$ cat src/rtl/timer_pkg.sv
package timer_pkg;
  localparam int unsigned WORD_W = 32;

  // Word addresses inside the register window
  localparam int unsigned ADR_HOLD     = 0;
  localparam int unsigned ADR_ENABLE   = 1;
  localparam int unsigned ADR_CLEAR    = 2;
  localparam int unsigned ADR_UNUSED   = 3;
  localparam int unsigned ADR_CMP_BASE = 4;
  localparam int unsigned ADR_STATUS   = 6;
  localparam int unsigned ADR_COUNT    = 7;

  // Counter step: reload while held, otherwise +1 with natural wrap
  function automatic logic [WORD_W-1:0] count_step(input logic [WORD_W-1:0] cur,
                                                   input logic hold,
                                                   input logic [WORD_W-1:0] reload);
    return hold ? reload : cur + WORD_W'(1);
  endfunction

  // Sticky flag with a level-held clear that wins over a new hit
  function automatic logic flag_step(input logic cur, input logic hit, input logic clr);
    return ~clr & (cur | hit);
  endfunction

  // Compare event
  function automatic logic is_match(input logic [WORD_W-1:0] cnt,
                                    input logic [WORD_W-1:0] cmp);
    return cnt == cmp;
  endfunction
endpackage

$ cat src/rtl/timer_count.sv
module timer_count
  import timer_pkg::*;
#(
  parameter logic [WORD_W-1:0] RESET_VAL = '0
) (
  input  logic              clk,
  input  logic              rst_n,
  input  logic              hold,
  output logic [WORD_W-1:0] cnt
);
  always_ff @(posedge clk or negedge rst_n) begin
    if (!rst_n) cnt <= RESET_VAL;
    else        cnt <= count_step(cnt, hold, RESET_VAL);
  end
endmodule

$ cat src/rtl/timer_alarm_slot.sv
module timer_alarm_slot
  import timer_pkg::*;
(
  input  logic              clk,
  input  logic              rst_n,
  input  logic [WORD_W-1:0] cnt,
  input  logic [WORD_W-1:0] cmp,
  input  logic              clr,
  output logic              hit,
  output logic              flag
);
  assign hit = is_match(cnt, cmp);

  always_ff @(posedge clk or negedge rst_n) begin
    if (!rst_n) flag <= 1'b0;
    else        flag <= flag_step(flag, hit, clr);
  end
endmodule

$ cat src/rtl/timer_bus_regs.sv
module timer_bus_regs
  import timer_pkg::*;
#(
  parameter int unsigned ADDR_W = 3,
  parameter int unsigned N_ALM  = 2
) (
  input  logic                         clk,
  input  logic                         rst_n,
  input  logic                         sel,
  input  logic                         wr_en,
  input  logic [ADDR_W-1:0]            addr,
  input  logic [WORD_W-1:0]            wdata,
  input  logic [N_ALM-1:0]             status,
  input  logic [WORD_W-1:0]            cnt,
  output logic [WORD_W-1:0]            rdata,
  output logic                         hold,
  output logic [N_ALM-1:0]             enable,
  output logic [N_ALM-1:0]             clear,
  output logic [N_ALM-1:0][WORD_W-1:0] cmp
);
  logic wr_acc;
  logic rd_acc;
  logic [WORD_W-1:0] rd_mux;

  assign wr_acc = sel & wr_en;
  assign rd_acc = sel & ~wr_en;

  // Control words
  always_ff @(posedge clk or negedge rst_n) begin
    if (!rst_n) begin
      hold   <= 1'b0;
      enable <= '0;
      clear  <= '0;
    end else if (wr_acc) begin
      if (addr == ADDR_W'(ADR_HOLD))   hold   <= wdata[0];
      if (addr == ADDR_W'(ADR_ENABLE)) enable <= wdata[N_ALM-1:0];
      if (addr == ADDR_W'(ADR_CLEAR))  clear  <= wdata[N_ALM-1:0];
    end
  end

  // Compare words, one per alarm
  for (genvar i = 0; i < N_ALM; i++) begin : g_cmp
    localparam int unsigned MY_ADR = ADR_CMP_BASE + i;
    always_ff @(posedge clk or negedge rst_n) begin
      if (!rst_n)                                  cmp[i] <= '0;
      else if (wr_acc && addr == ADDR_W'(MY_ADR))  cmp[i] <= wdata;
    end
  end

  // Read selection
  always_comb begin
    rd_mux = '0;
    if (addr == ADDR_W'(ADR_HOLD))   rd_mux = WORD_W'(hold);
    if (addr == ADDR_W'(ADR_ENABLE)) rd_mux = WORD_W'(enable);
    if (addr == ADDR_W'(ADR_CLEAR))  rd_mux = WORD_W'(clear);
    if (addr == ADDR_W'(ADR_UNUSED)) rd_mux = '0;
    if (addr == ADDR_W'(ADR_STATUS)) rd_mux = WORD_W'(status);
    if (addr == ADDR_W'(ADR_COUNT))  rd_mux = cnt;
    for (int i = 0; i < N_ALM; i++) begin
      if (addr == ADDR_W'(ADR_CMP_BASE + i)) rd_mux = cmp[i];
    end
  end

  always_ff @(posedge clk or negedge rst_n) begin
    if (!rst_n)      rdata <= '0;
    else if (rd_acc) rdata <= rd_mux;
  end
endmodule

$ cat src/rtl/dual_alarm_timer.sv
module dual_alarm_timer
  import timer_pkg::*;
#(
  parameter int unsigned       ADDR_W    = 3,
  parameter int unsigned       N_ALM     = 2,
  parameter logic [WORD_W-1:0] RESET_VAL = '0
) (
  input  logic              clk,
  input  logic              rst_n,
  input  logic              sel,
  input  logic              wr_en,
  input  logic [ADDR_W-1:0] addr,
  input  logic [WORD_W-1:0] wdata,
  output logic [WORD_W-1:0] rdata,
  output logic              irq
);
  // Named internal events, visible to the bound checker
  logic                         hold_q;
  logic [WORD_W-1:0]            cnt_val;
  logic [N_ALM-1:0]             hit_vec;
  logic [N_ALM-1:0]             stat_vec;
  logic [N_ALM-1:0]             en_vec;
  logic [N_ALM-1:0]             clr_vec;
  logic [N_ALM-1:0][WORD_W-1:0] cmp_vec;

  timer_bus_regs #(.ADDR_W(ADDR_W), .N_ALM(N_ALM)) u_regs (
    .clk    (clk),
    .rst_n  (rst_n),
    .sel    (sel),
    .wr_en  (wr_en),
    .addr   (addr),
    .wdata  (wdata),
    .status (stat_vec),
    .cnt    (cnt_val),
    .rdata  (rdata),
    .hold   (hold_q),
    .enable (en_vec),
    .clear  (clr_vec),
    .cmp    (cmp_vec)
  );

  timer_count #(.RESET_VAL(RESET_VAL)) u_cnt (
    .clk   (clk),
    .rst_n (rst_n),
    .hold  (hold_q),
    .cnt   (cnt_val)
  );

  for (genvar i = 0; i < N_ALM; i++) begin : g_slot
    timer_alarm_slot u_slot (
      .clk   (clk),
      .rst_n (rst_n),
      .cnt   (cnt_val),
      .cmp   (cmp_vec[i]),
      .clr   (clr_vec[i]),
      .hit   (hit_vec[i]),
      .flag  (stat_vec[i])
    );
  end

  assign irq = |(stat_vec & en_vec);
endmodule

$ cat config.mk
export PLATFORM = sky130hd
export DESIGN_NAME = dual_alarm_timer
export DESIGN_NICKNAME = d
export VERILOG_FILES = /design/src/rtl/timer_pkg.sv /design/src/rtl/timer_count.sv /design/src/rtl/timer_alarm_slot.sv /design/src/rtl/timer_bus_regs.sv /design/src/rtl/dual_alarm_timer.sv
export SDC_FILE = /design/constraint.sdc
export NUM_CORES = 1
export LEC_CHECK = 0
export CAP_MARGIN = 20
export CORE_ASPECT_RATIO = 1.5
export CORE_MARGIN = 1
export CORE_UTILIZATION = 45
export CTS_CLUSTER_DIAMETER = 60
export CTS_CLUSTER_SIZE = 8
export DETAILED_ROUTE_END_ITERATION = 10
export DONT_BUFFER_PORTS = 1
export GPL_ROUTABILITY_DRIVEN = 0
export PLACE_DENSITY = 0.6
export SYNTH_ARGS = -nofsm -noshare
export SYNTH_HDL_FRONTEND = slang
export SYNTH_SLANG_ARGS = --single-unit
$ cat constraint.sdc
create_clock -name clk -period 4.12 [get_ports clk]
set_clock_uncertainty 0.05 [all_clocks]
set_input_delay 0.824 -clock clk [delete_from_list [all_inputs] [get_ports clk]]
set_output_delay 0.824 -clock clk [all_outputs]
set_load 0.005 [all_outputs]
==> results of run 1 <==
-- layout make-up --
class | count | area [sq um]
well taps | 199 | 249.0
clock inverters | 11 | 195.2
multi-input cells | 428 | 3293
flip-flops and latches | 135 | 3378
inverters | 5 | 18.77
fillers | 1381 | 7480
repair buffers | 6 | 65.06
clock buffers | 21 | 460.4
-- cell families after synthesis --
logic type / synth area share (%)
buffers and inverters: 4.619
adders and majority gates: 0.1790
muxes: 16.02
xor gates and xnor gates: 11.28
DFF: 48.34
AOI/OAI and AO/OA: 7.483
and+or+nand+nor: 12.08
-- sequential cells by signal, summed over array words and instances (netlist names) --
name                flops
u_regs.rdata           32
u_regs.hold             1
u_regs.clear            2
g_slot.u_slot.flag      2
u_regs.cmp             64
u_regs.enable           2
u_cnt.cnt              32
-- synth_stat cells, types with 2 or more instances --
library cell  instances  area, sq um
dfrtp_1             135         3378
xnor2_1              81        709.4
mux2_2               67        754.5
nand2_1              42        157.7
o21ai_0              37        185.2
clkbuf_1             34        127.6
nor2_1               33        123.9
mux2i_1              32        320.3
a22o_1               31        271.5
nand4_1              22        137.6
buf_2                15        75.07
nand3_1              14        70.07
xor2_1                9        78.83
a21oi_1               7        35.03
nor3_2                7        70.07
nor4_1                7        43.79
or3_1                 6        37.54
buf_6                 5        56.30
inv_1                 5        18.77
and4_1                4        35.03
buf_1                 4        15.01
buf_4                 4        30.03
nor3_1                4        20.02
nand2b_1              3        18.77
mux2_1                2        22.52
nor2b_1               2        12.51
nor3b_1               2        15.01
-- worst max-delay path, stage by stage (launching register included) --
cell     delay, ps
dfrtp_1        570
nand4_4        160
or4_1          880
or3_1          470
xor2_1         160
nor2_1          60
-- where the power goes --
group | leakage, nW | internal (W) | switching, W
combinational | 1.05 | 0.000338 | 0.000283
sequential | 1.75 | 0.00153 | 0.000233
clock | 0.310 | 0.00111 | 0.000572
-- metrics by stage --
stage | instances | hold WS, ps | setup WS, ps
floorplan | 630 | 363.5 | 2005
global placement | 772 | 418.4 | 1633
detailed placement | 773 | 427.8 | 1611
CTS | 805 | 41.62 | 1652
global route | 805 | 35.34 | 1527
finish | 805 | 53.51 | 1643
-- per-layer routing --
metal	wire [microns]	GRT usage, %	up-vias
met2	9176	41.32	102
met4	353	8.095	0
met3	769	5.015	19
li1	-	-	2115
met5	0	0	-
met1	7286	28.46	2372
-- how the worst min path moves through the flow --
stage / end / startpoint / depth (start not counted)
floorplan: g_slot[1].u_slot.flag$_DFF_PN0_ / u_regs.clear[1]$_DFFE_PN0P_ / 1
CTS: u_cnt.cnt[26]$_DFF_PN0_ / rst_n / 0
finish: u_regs.rdata[5]$_DFFE_PN0P_ / rst_n / 0
global route: u_regs.rdata[5]$_DFFE_PN0P_ / rst_n / 0
global placement: g_slot[0].u_slot.flag$_DFF_PN0_ / u_regs.clear[0]$_DFFE_PN0P_ / 1
detailed placement: g_slot[1].u_slot.flag$_DFF_PN0_ / u_regs.clear[1]$_DFFE_PN0P_ / 1
==> flow_metrics.py, run 1 <==
metrics = {
    "global_routing": {
        "grt_max_degree": 136,
        "antenna_found_initial": 0,
        "grt_pass1_vias": 4859,
        "grt_pass1_wl_mm": 28.61,
        "grtUsageTotal_pct": 23.48,
        "grt-ovfl-total": 0,
    },
    "sta": {
        "slew_headroom_pct": 50.22,
        "period_needed_ps": 2477,
        "hold_viol": 0,
        "setup_violations": 0,
        "clock.fmax_ghz": 0.4037,
        "slew_violations": 0,
        "worst_pin_slew_ps": 746.6,
        "rsz0062_at_grt": "no",
        "tns_ps": 0,
        "finalCritPeriodShare_pct": 60.12,
    },
    "logic_synthesis": {
        "async_reset_ff_share_pct": 100.0,
        "ys_ff_latch": 135,
        "synth_ff_type": "dfrtp_1",
        "synth_warnings": 0,
        "synth_edf_count": 0,
        "netlist_area_sq_um": 6989,
        "synth_cell_type_count": 43,
        "syn_inst": 630,
        "synth_sequential_area_ratio_pct": 48.34,
        "syn_nets": 670,
        "syn_avg_cell_area_sq_um": 11.09,
    },
    "floorplanning": {
        "start_util_pct": 46.17,
        "core-area_sq_um": 15140,
        "placementRows": 55,
        "io_pins": 72,
        "die_h_microns": 154.6,
        "dieArea_sq_um": 16040,
        "die_w_microns": 103.8,
    },
    "clock_tree": {
        "htreeDepth": 4,
        "cts_tree": "yes",
        "cts.sinks": 135,
        "cts_hold_buf": 0,
        "root_buffer": "clkbuf_16",
        "cts_buffers": 17,
        "post_cts_buffers": 0,
        "clk_pin_slew_ps": 60,
        "ctsResizeCount": 0,
        "insertion_delay_ps": 420,
        "clockBufferDepth": 2,
    },
    "cells_and_area": {
        "final_cell_mix": "dfrtp_1 (135), xnor2_1 (81), mux2_2 (67)",
        "postLayoutCoreUtil_pct": 50.60,
        "stdcell_area_sq_um": 7660,
        "nNetsFinal": 633,
        "final_common_cell": "dfrtp_1",
        "drive_gt1_share_pct": 19.31,
        "diodes": 0,
        "area_growth_pct": 9.595,
    },
    "worst_setup_path": {
        "cp_max_fo": 15,
        "ff2ff_setup_slack_ps": 1640,
        "cp-endpoint": "u_cnt.cnt[22]$_DFF_PN0_",
        "crit_path_end_kind": "flop",
        "arrival_ps": 2710,
        "criticalPathCategory": "flop to flop",
        "crit_path_start": "u_cnt.cnt[2]$_DFF_PN0_",
        "cp-start-kind": "flop",
        "r2r_cells": 5,
        "reg2reg_from": "u_cnt.cnt[2]$_DFF_PN0_",
        "crit_required_ps": 4350,
        "rr_endpoint": "u_cnt.cnt[22]$_DFF_PN0_",
    },
    "placed_design": {
        "hpwl_mm": 12.19,
        "place_area_sq_um": 7004,
        "port_buffers": 0,
    },
    "power_and_ir_drop": {
        "leakagePower_nw": 3.106,
        "ir_drop_v": 0.0002175,
        "p_total_w": 0.004067,
        "power_density_nw_per_um2": 531.0,
    },
    "route": {
        "ant_nets": 0,
        "drt_pass1_iterations": 5,
        "via_per_inst": 5.724,
        "route.detailed.drc": 0,
        "num_vias": 4608,
        "drt_iter0_drc": 239,
        "wirelength_mm": 17.59,
        "wl_per_cell_microns": 21.85,
    },
    "run_status": {
        "status": "completed",
    },
    "flow_run": {
        "cap_viol_max_count": 0,
    },
    "worst_hold_path": {
        "hold_class": "input pin to asynchronous set/reset pin",
    },
}
Power figures use the tool's default switching activity.
==> inputs of run 2 (changes only) <==
Settings changed: PLACE_DENSITY 0.6 to 0.62.
Clock period 4.12 ns to 2.14 ns, I/O delays scaled along.
==> flow_metrics.py, run 2 (same netlist as run 1, synthesis figures left out) <==
metrics = {
    "run_status": {
        "status": "complete, but fails checks",
        "violations": "negative hold slack",
    },
    "global_routing": {
        "grt_pass1_vias": 5166,
        "antenna_found_initial": 0,
        "grt_pass1_wl_mm": 28.88,
        "grt_max_degree": 136,
        "grtUsageTotal_pct": 23.58,
        "grt-ovfl-total": 0,
    },
    "cells_and_area": {
        "nNetsFinal": 659,
        "area_growth_pct": 10.83,
        "final_cell_mix": "dfrtp_1 (135), xnor2_1 (81), mux2_2 (67)",
        "diodes": 0,
        "fill_cells": 1353,
        "reg_top3": "u_regs.cmp: 64 flops, u_cnt.cnt: 32 flops, u_regs.rdata: 32 flops",
        "final_cells": 831,
        "stdcell_area_sq_um": 7746,
        "drive_gt1_share_pct": 22.94,
        "largest_reg_flops": 64,
        "final_common_cell": "dfrtp_1",
        "postLayoutCoreUtil_pct": 51.17,
        "regMostFlops": "u_regs.cmp",
    },
    "worst_setup_path": {
        "crit_path_start": "u_cnt.cnt[2]$_DFF_PN0_",
        "reg2reg_from": "u_cnt.cnt[2]$_DFF_PN0_",
        "crit_path_end_kind": "flop",
        "cp-start-kind": "flop",
        "crit_required_ps": 2380,
        "cp_max_fo": 10,
        "arrival_ps": 2180,
        "criticalPathCategory": "flop to flop",
    },
    "route": {
        "via_per_inst": 5.739,
        "route.detailed.drc": 0,
        "drt_iter0_drc": 199,
        "wirelength_mm": 17.90,
        "num_vias": 4769,
        "ant_nets": 0,
        "wl_per_cell_microns": 21.54,
        "drt_pass1_iterations": 4,
    },
    "power_and_ir_drop": {
        "ir_drop_v": 0.0004115,
        "leakagePower_nw": 3.192,
        "p_sw_w": 0.002109,
        "intPower_w": 0.005259,
        "power_frac_clock_pct": 37.0,
        "p_comb_share_pct": 17.9,
        "power_density_nw_per_um2": 951.3,
        "p_sw_share_pct": 28.63,
        "seq_power_share_pct": 45.2,
    },
    "floorplanning": {
        "dieArea_sq_um": 16040,
        "start_util_pct": 46.17,
        "core-area_sq_um": 15140,
        "io_pins": 72,
        "die_h_microns": 154.6,
        "die_w_microns": 103.8,
        "placementRows": 55,
    },
    "placed_design": {
        "place_area_sq_um": 7192,
        "port_buffers": 0,
        "dp_slack_ps": 74.39,
        "hpwl_mm": 12.74,
        "placed_cells": 799,
    },
    "clock_tree": {
        "clk_pin_slew_ps": 60,
        "cts.sinks": 135,
        "clockBufferDepth": 2,
        "cts_tree": "yes",
        "root_buffer": "clkbuf_16",
        "cts_buffers": 17,
        "htreeDepth": 4,
        "insertion_delay_ps": 420,
    },
    "sta": {
        "period_needed_ps": 1938,
        "holdWs_ps": -351.4,
        "rsz0062_at_grt": "no",
        "slew_headroom_pct": 66.44,
        "tns_ps": 0,
        "setup_ws_ps": 201.8,
        "clock.fmax_ghz": 0.5160,
        "slew_violations": 0,
        "setup_violations": 0,
        "hold_viol": 135,
        "finalCritPeriodShare_pct": 90.57,
        "worst_pin_slew_ps": 503.4,
    },
    "worst_hold_path": {
        "hold_class": "input pin to asynchronous set/reset pin",
    },
    "flow_run": {
        "cap_viol_max_count": 0,
    },
}
## run 2: cell types whose count changed in the layout (fill, tap and decap cells not counted)
cell        before  now
buf_12           0    1
buf_16           1    0
buf_4            5   31
bufinv_16        5    1
clkbuf_1         2    1
clkbuf_8         2    1
clkinv_2         1    6
clkinv_4         1    2
clkinvlp_4       3    4
inv_6            1    0
or4_1            1    0
or4_4            0    1
## run 2: power by group through the flow
stage | Combinational [W] | Sequential (W) | Clock (W)
after floorplan | 0.00101 | 0.00327 | 0
after detailed placement | 0.00131 | 0.00338 | 0
after global routing | 0.00142 | 0.00339 | 0.00288
final | 0.00132 | 0.00333 | 0.00272
after global placement | 0.00129 | 0.00335 | 0
after CTS | 0.00132 | 0.00333 | 0.00276
## run 2: worst paths after layout
kind                                                   end  slack, ps  cells past startpoint
max in group asynchronous  g_slot[1].u_slot.flag$_DFF_PN0_       2180                      0
hold reg to reg            g_slot[1].u_slot.flag$_DFF_PN0_        410                      1
hold / removal                 u_regs.rdata[5]$_DFFE_PN0P_       -350                      0
min in group clk                 u_regs.cmp[7]$_DFFE_PN0P_         90                      1
setup reg to reg                   u_cnt.cnt[27]$_DFF_PN0_        200                      6
setup / recovery                   u_cnt.cnt[27]$_DFF_PN0_        200                      6
## run 2: worst max-delay path, cell delays in order, from the launching register on
cell	delay (ps)
dfrtp_1	390
nand4_4	120
or4_4	630
buf_4	200
nor3_2	180
xnor2_1	160
nor2_1	70
## run 2: layer usage
| layer | vias up | GRT usage (%) | wire length (microns) |
|---|---|---|---|
| met3 | 32 | 4.804 | 897 |
| met1 | 2454 | 27.43 | 7087 |
| li1 | 2170 | - | - |
| met4 | 0 | 9.932 | 515 |
| met2 | 113 | 42.15 | 9398 |
| met5 | - | 0 | 0 |
## run 2: cell type report
class                   count  area [sq um]  area share, %
flip-flops and latches    135          3378          43.61
multi-input cells         428          3297          42.56
clock buffers              19         442.9          5.718
repair buffers             32         252.7          3.263
well taps                 199         249.0          3.214
clock inverters            13         107.6          1.389
inverters                   5         18.77         0.2423
## run 2: stage by stage
stage,total power [W],hold slack (ps)
floorplan,0.004278,82.41
global placement,0.004641,88.11
detailed placement,0.004690,88.01
CTS,0.007410,-352.3
global route,0.007680,-359.6
finish,0.007369,-351.4
## run 2: timing repair
action,4_1_cts,5_1_grt
gates resized for setup,0,1
setup buffers,0,0
setup endpoints to repair,0,5
endpoints found under the hold margin,135,135
